==> config.mk <==
export PLATFORM = sky130hd
export DESIGN_NAME = serialResultPort
export DESIGN_NICKNAME = d
export VERILOG_FILES = /design/src/rtl/resShiftPkg.sv /design/src/rtl/resSync.sv /design/src/rtl/resCtrl.sv /design/src/rtl/resPath.sv /design/src/rtl/serialResultPort.sv
export SDC_FILE = /design/constraint.sdc
export NUM_CORES = 1
export LEC_CHECK = 0
export BUFFER_PORTS_ARGS = -buffer_cell sky130_fd_sc_hd__buf_2
export CAP_MARGIN = 40
export CORE_UTILIZATION = 55
export CTS_BUF_LIST = sky130_fd_sc_hd__clkbuf_4 sky130_fd_sc_hd__clkbuf_8 sky130_fd_sc_hd__clkbuf_16
export CTS_CLUSTER_DIAMETER = 150
export DETAILED_ROUTE_END_ITERATION = 8
export GPL_TIMING_DRIVEN = 0
export PLACE_DENSITY = 0.77
export SETUP_SLACK_MARGIN = 0.05
export SLEW_MARGIN = 20
export SYNTH_ARGS = -nofsm -noshare
export SYNTH_HDL_FRONTEND = slang
export SYNTH_HIERARCHICAL = 1
export SYNTH_SLANG_ARGS = --single-unit
==> constraint.sdc <==
create_clock -name clk -period 3.5 [get_ports clk]
set_clock_uncertainty 0.05 [all_clocks]
set_input_delay 0.175 -clock clk [delete_from_list [all_inputs] [get_ports clk]]
set_output_delay 0.175 -clock clk [all_outputs]
set_load 0.02 [all_outputs]
==> src/rtl/resShiftPkg.sv <==
package resShiftPkg;

  typedef struct packed {
    logic loadWord;
    logic shiftBit;
    logic countEdge;
    logic clearCnt;
  } strobeT;

endpackage

==> src/rtl/resSync.sv <==
module resSync #(
  parameter int WIDTH = 1,
  parameter int STAGES = 2,
  parameter logic [WIDTH-1:0] RESET_VAL = '0
) (
  input  logic             clk,
  input  logic             rstN,
  input  logic [WIDTH-1:0] d,
  output logic [WIDTH-1:0] q
);

  logic [STAGES-1:0][WIDTH-1:0] stg;

  generate
    if (STAGES == 1) begin : g_single
      always_ff @(posedge clk or negedge rstN) begin
        if (!rstN) stg <= {STAGES{RESET_VAL}};
        else       stg <= d;
      end
    end else begin : g_multi
      always_ff @(posedge clk or negedge rstN) begin
        if (!rstN) stg <= {STAGES{RESET_VAL}};
        else       stg <= {stg[STAGES-2:0], d};
      end
    end
  endgenerate

  assign q = stg[STAGES-1];

endmodule

==> src/rtl/resCtrl.sv <==
module resCtrl
  import resShiftPkg::*;
#(
  parameter int WORD_W = 16,
  parameter int CONV_CYCLES = 40,
  parameter int CNT_W = 6
) (
  input  logic             clk,
  input  logic             rstN,
  input  logic             convStart,
  input  logic             modeAfter,
  input  logic             sclkRise,
  input  logic             csLow,
  input  logic             rdLow,
  input  logic [CNT_W-1:0] bitCnt,
  output logic             busy,
  output logic             readErr,
  output strobeT           strobe
);

  localparam int CONV_W = (CONV_CYCLES > 1) ? $clog2(CONV_CYCLES) : 1;
  localparam logic [CONV_W-1:0] CONV_LAST = CONV_W'(CONV_CYCLES - 1);
  localparam logic [CNT_W-1:0] FULL_CNT = CNT_W'(WORD_W);

  logic [CONV_W-1:0] convCnt;
  logic endConv;
  logic readGate;
  logic edgeOk;
  logic partialRead;

  assign endConv     = busy && (convCnt == '0);
  assign readGate    = csLow && rdLow && (!modeAfter || !busy);
  assign edgeOk      = sclkRise && readGate && !endConv;
  assign partialRead = (bitCnt != '0) && (bitCnt < FULL_CNT);

  always_comb begin
    strobe.loadWord  = endConv;
    strobe.countEdge = edgeOk;
    strobe.shiftBit  = edgeOk && (bitCnt != '0);
    strobe.clearCnt  = !csLow || endConv;
  end

  always_ff @(posedge clk or negedge rstN) begin
    if (!rstN) begin
      busy    <= 1'b0;
      convCnt <= '0;
    end else if (busy) begin
      if (convCnt == '0) busy <= 1'b0;
      else               convCnt <= convCnt - 1'b1;
    end else if (convStart) begin
      busy    <= 1'b1;
      convCnt <= CONV_LAST;
    end
  end

  always_ff @(posedge clk or negedge rstN) begin
    if (!rstN) readErr <= 1'b0;
    else       readErr <= endConv && !modeAfter && partialRead;
  end

  // a conversion only begins on a request
  p_busy_start_r1: assert property (@(posedge clk) disable iff (!rstN)
    $rose(busy) |-> $past(convStart));

  // the error pulse coincides with the end of conversion
  p_err_at_end_r6: assert property (@(posedge clk) disable iff (!rstN)
    readErr |-> $fell(busy));

  // the error pulse only appears in read-during-conversion mode
  p_err_mode_r6: assert property (@(posedge clk) disable iff (!rstN)
    readErr |-> !$past(modeAfter));

endmodule

==> src/rtl/resPath.sv <==
module resPath
  import resShiftPkg::*;
#(
  parameter int WORD_W = 16,
  parameter int CNT_W = 6
) (
  input  logic              clk,
  input  logic              rstN,
  input  strobeT            strobe,
  input  logic [WORD_W-1:0] sampleIn,
  input  logic              chainIn,
  input  logic              modeAfter,
  output logic              dataOut,
  output logic [CNT_W-1:0]  bitCnt
);

  logic [WORD_W-1:0] shiftReg;
  logic shiftIn;

  assign shiftIn = modeAfter ? chainIn : 1'b0;
  assign dataOut = shiftReg[WORD_W-1];

  always_ff @(posedge clk or negedge rstN) begin
    if (!rstN)                shiftReg <= '0;
    else if (strobe.loadWord) shiftReg <= sampleIn;
    else if (strobe.shiftBit) shiftReg <= {shiftReg[WORD_W-2:0], shiftIn};
  end

  always_ff @(posedge clk or negedge rstN) begin
    if (!rstN)                                    bitCnt <= '0;
    else if (strobe.clearCnt)                     bitCnt <= '0;
    else if (strobe.countEdge && (bitCnt != '1))  bitCnt <= bitCnt + 1'b1;
  end

  // the captured word equals the sample present at end of conversion
  p_load_word_r2: assert property (@(posedge clk) disable iff (!rstN)
    strobe.loadWord |=> (shiftReg == $past(sampleIn)));

  // with no load and no shift request the register holds
  p_hold_idle_r10: assert property (@(posedge clk) disable iff (!rstN)
    (!strobe.loadWord && !strobe.shiftBit) |=> $stable(shiftReg));

  // a clear request empties the bit count
  p_cnt_clear_r10: assert property (@(posedge clk) disable iff (!rstN)
    strobe.clearCnt |=> (bitCnt == '0));

endmodule

==> src/rtl/serialResultPort.sv <==
module serialResultPort
  import resShiftPkg::*;
#(
  parameter int WORD_W = 16,
  parameter int CONV_CYCLES = 40,
  parameter int SYNC_STAGES = 2
) (
  input  logic              clk,
  input  logic              rstN,
  input  logic              convStart,
  input  logic              csN,
  input  logic              rdN,
  input  logic              sclk,
  input  logic              chainIn,
  input  logic              modeAfter,
  input  logic [WORD_W-1:0] sampleIn,
  output logic              busy,
  output logic              dataOut,
  output logic              readErr
);

  localparam int CNT_W = $clog2(WORD_W) + 2;

  logic       sclkSync;
  logic       sclkPrev;
  logic       sclkRise;
  logic [1:0] selSync;
  logic       csLow;
  logic       rdLow;
  logic [CNT_W-1:0] bitCnt;
  strobeT     strobe;

  resSync #(.WIDTH(1), .STAGES(SYNC_STAGES), .RESET_VAL(1'b0)) u_sclkSync (
    .clk(clk), .rstN(rstN), .d(sclk), .q(sclkSync)
  );

  resSync #(.WIDTH(2), .STAGES(SYNC_STAGES), .RESET_VAL(2'b11)) u_selSync (
    .clk(clk), .rstN(rstN), .d({csN, rdN}), .q(selSync)
  );

  always_ff @(posedge clk or negedge rstN) begin
    if (!rstN) sclkPrev <= 1'b0;
    else       sclkPrev <= sclkSync;
  end

  assign sclkRise = sclkSync && !sclkPrev;
  assign csLow    = !selSync[1];
  assign rdLow    = !selSync[0];

  resCtrl #(.WORD_W(WORD_W), .CONV_CYCLES(CONV_CYCLES), .CNT_W(CNT_W)) u_ctrl (
    .clk(clk), .rstN(rstN), .convStart(convStart), .modeAfter(modeAfter),
    .sclkRise(sclkRise), .csLow(csLow), .rdLow(rdLow), .bitCnt(bitCnt),
    .busy(busy), .readErr(readErr), .strobe(strobe)
  );

  resPath #(.WORD_W(WORD_W), .CNT_W(CNT_W)) u_path (
    .clk(clk), .rstN(rstN), .strobe(strobe), .sampleIn(sampleIn),
    .chainIn(chainIn), .modeAfter(modeAfter), .dataOut(dataOut), .bitCnt(bitCnt)
  );

  // in read-after mode the output does not move while busy stays high
  p_no_read_busy_r9: assert property (@(posedge clk) disable iff (!rstN)
    (modeAfter && busy && $past(modeAfter) && $past(busy)) |-> $stable(dataOut));

endmodule

==> flow_summary.toml <==
[yosys]
ys_warn_count = 6
synthTopCellsByCount = "dfrtp_1 (33), nand2_1 (24), o21ai_0 (18), mux2i_1 (15), inv_1 (9)"
ys_ff_latch = 37
yosysSeqAreaShare_pct = 51.8
synth_top_area_share_pct = 46.0
async_reset_ff_share_pct = 100
synth_area_sq_um = 1800
synth_area_leader_cell = "dfrtp_1"
yosysMostFrequentCell = "dfrtp_1"
synth_cell_types = 39
syn_inst = 172
syn_nets = 199
avgSynthCellArea_sq_um = 10.4
synth_top_flop_cell = "dfrtp_1"
synth_edf_count = 0
synth_area_leaders = "dfrtp_1 (46%), mux2i_1 (8.4%), dfstp_2 (5.9%)"

[layout]
regArea_sq_um = 931
n_antenna_cell = 0
n_fill_cell = 218
fin_util_pct = 74.4
multi_input_area_sq_um = 749
drive_above_1_share_pct = 22.5
final_nets = 253
area_delta_synth_final_pct = 27.5
design_area_sq_um = 2290
fin_cells = 271

[timing]
whs_ns = 0.0712
finalSetupViolCount = 0
drv_slew = 0
fin_tns_setup_ns = 0
layout_setup_ws_ns = 1.15
maxSlewHeadroom_pct = 70.9
period_share_pct = 67.3
fmax_mhz = 425
tightestPinTransition_ns = 0.437
rsz0062_at_grt = "no"
finalHoldViolations = 0
min_period_ns = 2.35

[place]
dp.cells = 242
dp_hpwl_mm = 2.45
dp_slack_ns = 1.22
placedInstanceArea_sq_um = 1980
port_buffers = 26
place_congestion = 0.808

[floorplan]
initial_core_util_pct = 58.3
die_w_um = 59.1
io_pins = 27
fp.dieArea_sq_um = 3500
chipHeight_um = 59.1
core-area_sq_um = 3080
num_rows = 20

[setup_path]
cp.required_ns = 3.71
start_kind = "register"
path_max_fanout = 10
cp-end-kind = "register"
crit_type = "reg -> reg"
crit_arrival_ns = 2.57

[grt]
grt_pass1_vias = 1537
grt-ovfl-total = 0
grt_max_degree = 38
antenna_found_initial = 0
track_usage_pct = 26.5
grt_pass1_wl_mm = 6.67

[pwr]
peakVddDrop_uv = 351
p_leak_nw = 1.00
switchingPower_mw = 0.417
power_mw = 1.31
p_clk_share_pct = 24.0
p_int_mw = 0.890
combPwrFrac_pct = 27.4
power_density_nw_per_um2 = 571
seq_power_share_pct = 48.6
p_sw_share_pct = 31.9

[clocking]
cts_buffer_depth = 2
cts-buffers-inserted = 5
cts_root_buf = "clkbuf_4"
cts_resized = 0
clkSinkCount = 37
htree_levels = 2
clk_pin_slew_ns = 0.12
ctsHoldBuffers = 20
cts_tree = "done"
post_cts_buffers = 0
clock_latency_ns = 0.35

[drt]
drcViolationCount = 0
firstDrtPassIters = 4
ant_nets = 0
drtIter0Drc = 102
vias = 1516
wirelength_mm = 3.87
via_per_inst = 5.59
wl_per_cell_um = 14.3

[flow_run]
cap_violations = 0

[run_status]
status = "complete, no violations"

[worst_hold_path]
min_path_type = "in -> reg"
cells in the final DEF, fill, tap and decap left out, drive strengths merged, types with 3 or more instances in the layout:
cell / netlist / final
a31oi: 5 / 5
ha: 3 / 3
nor3: 5 / 5
inv: 9 / 9
dfrtp: 33 / 33
nand3: 3 / 3
nor2: 3 / 3
clkbuf: 4 / 10
dfstp: 4 / 4
nor3b: 5 / 5
o21ai: 18 / 18
nand2: 24 / 24
buf: 9 / 36
dlygate4sd3: 0 / 20
mux2i: 15 / 15
sequential cells by signal, summed over array words and instances, names as in the netlist, 2 cells and up:
signal           cells
u_ctrl/convCnt       6
u_path/bitCnt        6
u_path/shiftReg     16
u_selSync/q          2
u_selSync/stg        2
path summary, 6_finish.rpt:
check	startpoint	end	slack, ns	cells after the start
setup / recovery	u_ctrl/convCnt[0]$_DFFE_PN0P_	u_path/bitCnt[0]$_DFFE_PN0P_	1.15	11
hold / removal	chainIn	u_path/shiftReg[0]$_DFFE_PN0P_	0.07	3
setup reg to reg	u_ctrl/convCnt[0]$_DFFE_PN0P_	u_path/bitCnt[0]$_DFFE_PN0P_	1.15	11
hold reg to reg	u_selSync/stg[0]$_DFF_PN1_	u_selSync/q[0]$_DFF_PN1_	0.31	0
max in group asynchronous	rstN	u_selSync/q[1]$_DFF_PN1_	2.85	3
min in group asynchronous	rstN	u_path/shiftReg[14]$_DFFE_PN0P_	0.09	2
area by class of cell:
type                            instances  area share [%]
Inverter                                9            1.48
Sequential cell                        37            40.7
Timing Repair Buffer                   47            15.3
Clock buffer                            6            2.24
Tap cell                               44            2.40
Buffer                                 13            3.55
Clock inverter                          2            1.64
Multi-Input combinational cell        113            32.7
power groups by stage:
stage               clock, mW  combinational [mW]  sequential [mW]
floorplan                   0               0.240            0.628
detailed placement          0               0.330            0.645
global placement            0               0.309            0.633
finish                  0.314               0.358            0.636
global route            0.343               0.404            0.656
CTS                     0.316               0.348            0.636
worst max-delay path, stage by stage, from the launching register on:
cell      delay [ns]
dfrtp_1         0.43
inv_1           0.09
ha_1            0.15
nor4b_1         0.31
and3_1          0.21
buf_2           0.22
nor2_1          0.07
buf_4           0.13
buf_2           0.17
nor3b_1         0.26
a31oi_1         0.07
o211ai_1        0.09
routing by layer:
metal,up-vias,wire length [um],GRT usage [%]
met2,53,1960,44.3
met1,724,1610,30.2
met4,0,111,12.6
met3,14,190,9.61
met5,-,0,0
li1,725,-,-
logic make-up (layout without fill, tap and decap cells):
group | count (synthesis) | in the layout | share of synthesized area [%]
compound gates | 38 | 38 | 13.6
fa+ha+maj | 3 | 3 | 2.09
buf+inv | 22 | 77 | 6.41
flops | 37 | 37 | 51.8
mux | 15 | 15 | 8.36
simple gates | 57 | 57 | 17.7
Note: power is estimated with default switching activity, not from simulation.
